File: src/rtl/burst_bus_master.sv
module burst_bus_master #(
  parameter int AW        = 32,
  parameter int BURST_LEN = 4,
  localparam int BW       = $clog2(BURST_LEN),
  localparam int LINE_B   = BURST_LEN * 8,
  localparam int OFF_W    = $clog2(LINE_B)
) (
  input  logic          clk,
  input  logic          rst_n,
  input  logic          req_valid,
  output logic          req_ready,
  input  logic [2:0]    req_kind,
  input  logic [AW-1:0] req_addr,
  input  logic [2:0]    req_size,
  input  logic [63:0]   req_wdata,
  output logic          req_misalign,
  output logic [BW-1:0] cb_beat,
  input  logic [63:0]   cb_wdata,
  output logic          bus_avalid,
  input  logic          bus_aready,
  output logic [AW-1:0] bus_addr,
  output logic          bus_write,
  output logic          bus_burst,
  output logic [2:0]    bus_size,
  output logic [7:0]    bus_be,
  input  logic          bus_dready,
  output logic [63:0]   bus_wdata,
  input  logic [63:0]   bus_rdata,
  input  logic          bus_err,
  output logic          rsp_valid,
  output logic          rsp_write,
  output logic [BW-1:0] rsp_beat,
  output logic [63:0]   rsp_rdata,
  output logic          rsp_last,
  output logic          rsp_err
);

  typedef struct packed {
    logic [AW-1:0] addr;
    logic          write;
    logic          burst;
    logic [2:0]    size;
    logic [7:0]    be;
    logic [63:0]   wdata;
  } xfer_t;

  xfer_t          nx, a_x, q_x, d_x;
  logic           a_v, q_v, d_v;
  logic [BW-1:0]  d_beat;
  logic [3:0]     nbytes, span;
  logic           is_burst, is_write, mis;
  logic           accept, d_last, d_done, free_d, load_a;

  always_comb begin
    case (req_size)
      3'd0:    nbytes = 4'd1;
      3'd1:    nbytes = 4'd2;
      3'd2:    nbytes = 4'd3;
      3'd3:    nbytes = 4'd4;
      default: nbytes = 4'd8;
    endcase
  end

  assign is_burst = (req_kind == 3'd3) || (req_kind == 3'd4);
  assign is_write = (req_kind == 3'd1) || (req_kind == 3'd2) || (req_kind == 3'd4);
  assign span     = {1'b0, req_addr[2:0]} + nbytes;
  assign mis      = !is_burst && (span > 4'd8);

  always_comb begin
    nx.write = is_write;
    nx.burst = is_burst;
    nx.wdata = req_wdata;
    if (is_burst) begin
      nx.addr = {req_addr[AW-1:OFF_W], {OFF_W{1'b0}}};
      nx.size = 3'd4;
      nx.be   = 8'hFF;
    end else begin
      nx.addr = req_addr;
      nx.size = req_size;
      nx.be   = (8'hFF >> (4'd8 - nbytes)) << req_addr[2:0];
    end
  end

  assign d_last     = d_x.burst ? (d_beat == BW'(BURST_LEN - 1)) : 1'b1;
  assign d_done     = d_v && bus_dready && (bus_err || d_last);
  assign free_d     = !d_v || d_done;
  assign bus_avalid = a_v && (!q_v || d_done);
  assign accept     = bus_avalid && bus_aready;

  assign req_ready    = !a_v || accept;
  assign load_a       = req_valid && req_ready && !mis;
  assign req_misalign = req_valid && req_ready && mis;

  assign bus_addr  = a_x.addr;
  assign bus_write = a_x.write;
  assign bus_burst = a_x.burst;
  assign bus_size  = a_x.size;
  assign bus_be    = a_x.be;

  assign cb_beat   = d_beat;
  assign bus_wdata = (d_x.burst && d_x.write) ? cb_wdata : d_x.wdata;

  assign rsp_valid = d_v && bus_dready;
  assign rsp_write = d_x.write;
  assign rsp_beat  = d_beat;
  assign rsp_rdata = bus_rdata;
  assign rsp_last  = d_done;
  assign rsp_err   = d_v && bus_dready && bus_err;

  always_ff @(posedge clk) begin
    if (!rst_n) begin
      a_v    <= 1'b0;
      q_v    <= 1'b0;
      d_v    <= 1'b0;
      d_beat <= '0;
      a_x    <= '0;
      q_x    <= '0;
      d_x    <= '0;
    end else begin
      if (load_a) begin
        a_v <= 1'b1;
        a_x <= nx;
      end else if (accept) begin
        a_v <= 1'b0;
      end

      if (free_d) begin
        d_beat <= '0;
        if (q_v) begin
          d_v <= 1'b1;
          d_x <= q_x;
        end else if (accept) begin
          d_v <= 1'b1;
          d_x <= a_x;
        end else begin
          d_v <= 1'b0;
        end
      end else if (bus_dready) begin
        d_beat <= d_beat + 1'b1;
      end

      if (q_v) begin
        if (free_d) begin
          q_v <= accept;
          q_x <= a_x;
        end
      end else if (accept && !free_d) begin
        q_v <= 1'b1;
        q_x <= a_x;
      end
    end
  end

endmodule

File: config.mk
export PLATFORM = sky130hd
export DESIGN_NAME = burst_bus_master
export DESIGN_NICKNAME = d
export VERILOG_FILES = /design/src/rtl/burst_bus_master.sv
export SDC_FILE = /design/constraint.sdc
export NUM_CORES = 1
export LEC_CHECK = 0
export BUFFER_PORTS_ARGS = -buffer_cell sky130_fd_sc_hd__buf_4
export CAP_MARGIN = 15
export CORE_ASPECT_RATIO = 2
export CORE_MARGIN = 10
export CORE_UTILIZATION = 30
export CTS_CLUSTER_DIAMETER = 100
export DETAILED_ROUTE_END_ITERATION = 10
export SETUP_SLACK_MARGIN = 0.02
export SLEW_MARGIN = 15
export SYNTH_ARGS = -nofsm -noshare
export SYNTH_HDL_FRONTEND = slang
export SYNTH_SLANG_ARGS = --single-unit
File: constraint.sdc
create_clock -name clk -period 2.95 [get_ports clk]
set_clock_uncertainty 0.2 [all_clocks]
set_input_delay 0.1475 -clock clk [delete_from_list [all_inputs] [get_ports clk]]
set_output_delay 0.1475 -clock clk [all_outputs]
set_load 0.02 [all_outputs]
==> key figures <==
Logic synthesis
  • Net count after synthesis: 1600
  • Synth Register Bits: 246
  • Number of synthesis warnings: 0
  • Post-synth top area cell: dfxtp_1
  • Area contributors post-synth: dfxtp_1 42%, buf_4 8.0%, a21oi_1 7.9%
  • Post-synth top area share: 0.423
  • Syn_area_per_cell: 8.58 µm²
  • Ys async rst share: 0
  • Syn Std Cell Area: roughly 12000 µm²
  • Most used flip-flop cell after synthesis: dfxtp_1
  • Post-Syn Instances: approximately 1400
  • Most common cell in the synthesized netlist: dfxtp_1
  • Cell variety after synth: 51
  • Sequential fraction of the synthesis area: 0.423
  • Commonest cells post-synth: 246 x dfxtp_1, 184 x a21oi_1, 143 x nand2_1
  • Number of enable flip-flop cells after synthesis: 0

GRT
  • Initial antenna violation count: 4
  • First-pass GRT wire length: a little over 60000 µm
  • Grt ovf: 0
  • Total GRT Usage: 0.158
  • Largest net degree at the start of global routing: 75
  • Vias in the first global route: roughly 11000

Cells and area
  • Share of cells above drive strength 1: 0.279
  • FILL cells: between 3000 and 4000
  • Final #Nets: about 1900
  • Final non-filler cell total: 2148
  • Layout Utilization: 0.409
  • Layout area overhead: 35.5%

Die
  • Die Footprint: ~48000 µm²
  • FP Rows: between 100 and 150
  • Die Span X: roughly 160 µm
  • Starting Density: 0.302
  • Chip Height: between 200 and 300 µm
  • Core area: 38500 µm²
  • I/O pins: between 400 and 500

Clocking
  • Root Buffer: clkbuf_16
  • CTS tree: built
  • Clock latency on the worst-skew pair: roughly 0.52 ns
  • TritonCTS Buffers: 24
  • Clock Path Buffers: 3
  • H-tree levels: 1
  • CTS Sinks: between 200 and 250
  • Clock-pin slew on the worst setup and hold paths: around 0.070 ns

Setup path
  • Worst path arrival time: 3.07 ns
  • CP Capture Type: register
  • R2r endpoint: a_x[24]
  • Setup Crit Path Kind: in -> reg
  • Worst r2r src: cb_beat[0]
  • CP Launch Type: input port
  • Register-to-register setup slack: roughly 0.15 ns
  • Crit Path Max Fanout: 29
  • Critical Path RT: ~3.2 ns
  • R2R depth: 8

Place
  • # port buffers: 291
  • Gpl congestion: roughly 0.88
  • DP HPWL: between 20000 and 30000 µm
  • Placed insts: just under 2000

Run
  • Max-cap viol count: 0

STA
  • Setup_tns: 0 ns
  • Final hold viol count: 0
  • RSZ-0062 raised after global routing: no
  • Slew margin rel.: 0.566
  • Max-slew violation count: 0
  • Hold Worst Slack: roughly 0.078 ns
  • Fin crit period: between 2 and 3 ns
  • Max Clk Rate: between 300 and 400 MHz
  • Fin crit share: 0.968
  • Tightest Pin Transition: roughly 0.65 ns
  • Final setup viols: 0

Worst hold path
  • Hold Crit Endpoint: bus_be[6]
  • Hold_sp: req_addr[0]
  • Hold Crit Depth: 5
  • HP Class: in -> reg

Detailed routing
  • Routed length per instance: 19.3 µm
  • DRT iter0 DRCs: between 600 and 700
  • Routed WL: around 41000 µm
  • Post-DRT Antenna Nets: 0
  • DRC viols: 0
  • DR pass1 iterations: 5
  • Vias post-DR: 10670
  • DR vias/cell: approximately 5.0

Pwr
  • Logic gate share of total power: 0.193
  • Int Pwr: about 0.006 W
  • Leakage power: approximately 6 nW
  • Clk pwr share: 0.375
  • P per Cell Area: 530 nW/µm²
  • Max rail drop VDD: between 0.5 and 0.6 mV
  • Sequential Power Share: 0.432
  • Psw: between 0.002 and 0.0025 W
  • Net Sw Frac: 0.272

Status
  • Run status: finished, final reports clean
registers in the layout, indices dropped and copies added (netlist names):
register,cells
cb_beat,2
bus_burst,1
q_x,66
bus_addr,32
d_x,65
a_x,64
d_v,1
q_v,1
rsp_write,1
bus_size,3
bus_be,8
a_v,1
bus_write,1
through the flow:
stage	instance area [µm²]	power (W)	setup WS, ns
6_report	15800	0.00836	0.0958
2_1_floorplan	11600	0.00462	0.288
3_5_place_dp	13500	0.00508	0.0364
3_3_place_gp	13500	0.00506	0.143
5_1_grt	15800	0.00871	0.00680
4_1_cts	15600	0.00838	0.0471
power groups by stage:
stage,clock (W),combinational [W],sequential (W)
final,0.00314,0.00161,0.00361
after global routing,0.00335,0.00174,0.00363
after CTS,0.00323,0.00154,0.00361
after detailed placement,0,0.00140,0.00368
after global placement,0,0.00138,0.00368
after floorplan,0,0.000980,0.00364
repair_timing:
| action | CTS | global route |
|---|---|---|
| buffers inserted | 0 | 14 |
| hold buffers | 122 | 0 |
| gates resized for setup | 0 | 5 |
| hold endpoints to repair | 122 | 0 |
| endpoints found under the setup margin | 0 | 27 |
worst max-delay path by stage:
stage,start,to,slack [ns]
after floorplan,req_size[2],req_misalign,0.29
after global placement,req_size[2],bus_be[5],0.14
after detailed placement,req_size[2],bus_be[3],0.04
after CTS,cb_beat[0],req_misalign,0.05
after global routing,req_size[1],bus_addr[28],0.007
final,req_size[2],bus_addr[29],0.1
routing by layer:
metal,GRT usage,part of all wire
met5,0,0
met2,0.289,0.52
met4,0.0946,0.057
met1,0.163,0.37
met3,0.0297,0.057
cells in the final DEF (no fill, tap or decap), types with 3 or more instances in the layout:
master	n
diode_2	4
inv_1	7
a211oi_1	70
dfxtp_1	245
a21oi_1	184
buf_12	14
nand2_1	142
clkbuf_8	5
mux2_2	66
o211ai_1	4
o21ai_0	105
nand3_1	95
clkbuf_16	28
nand4_1	7
nor4_1	3
dlygate4sd3_1	122
buf_4	313
a311oi_1	4
nor2_1	73
mux2i_1	67
and2_1	3
clkbuf_1	3
ha_1	6
nor3_1	6
final cells by class:
type                    instances  area, µm²  area share
multi-input cells             875       5350       0.339
diodes                          4       10.0    0.000635
repair buffers                456       4000       0.254
clock inverters                 6       86.3     0.00547
well taps                     520        651      0.0413
clock buffers                  33        706      0.0447
inverters                       8       35.0     0.00222
flip-flops and latches        246       4930       0.312
critical path, stage by stage:
cell and delay, ns:
buf_4 0.14, or2_2 0.32, inv_1 0.09, ha_1 0.19, fa_1 0.20, xor2_1 0.19
nor3_1 0.09, or4_4 0.66, buf_16 0.22, nand3_1 0.12, a21oi_1 0.06, dlygate4sd3_1 0.59
kinds of logic after synthesis:
family | count (synthesis) | synth area share
multiplexers | 135 | 0.124
adder cells (fa/ha/maj) | 8 | 0.00913
AO/OA/AOI/OAI | 380 | 0.185
buffers and inverters | 237 | 0.124
AND/OR/NAND/NOR | 346 | 0.130
XOR/XNOR | 5 | 0.00537
flip-flops | 246 | 0.423
Power figures use the tool's default switching activity.
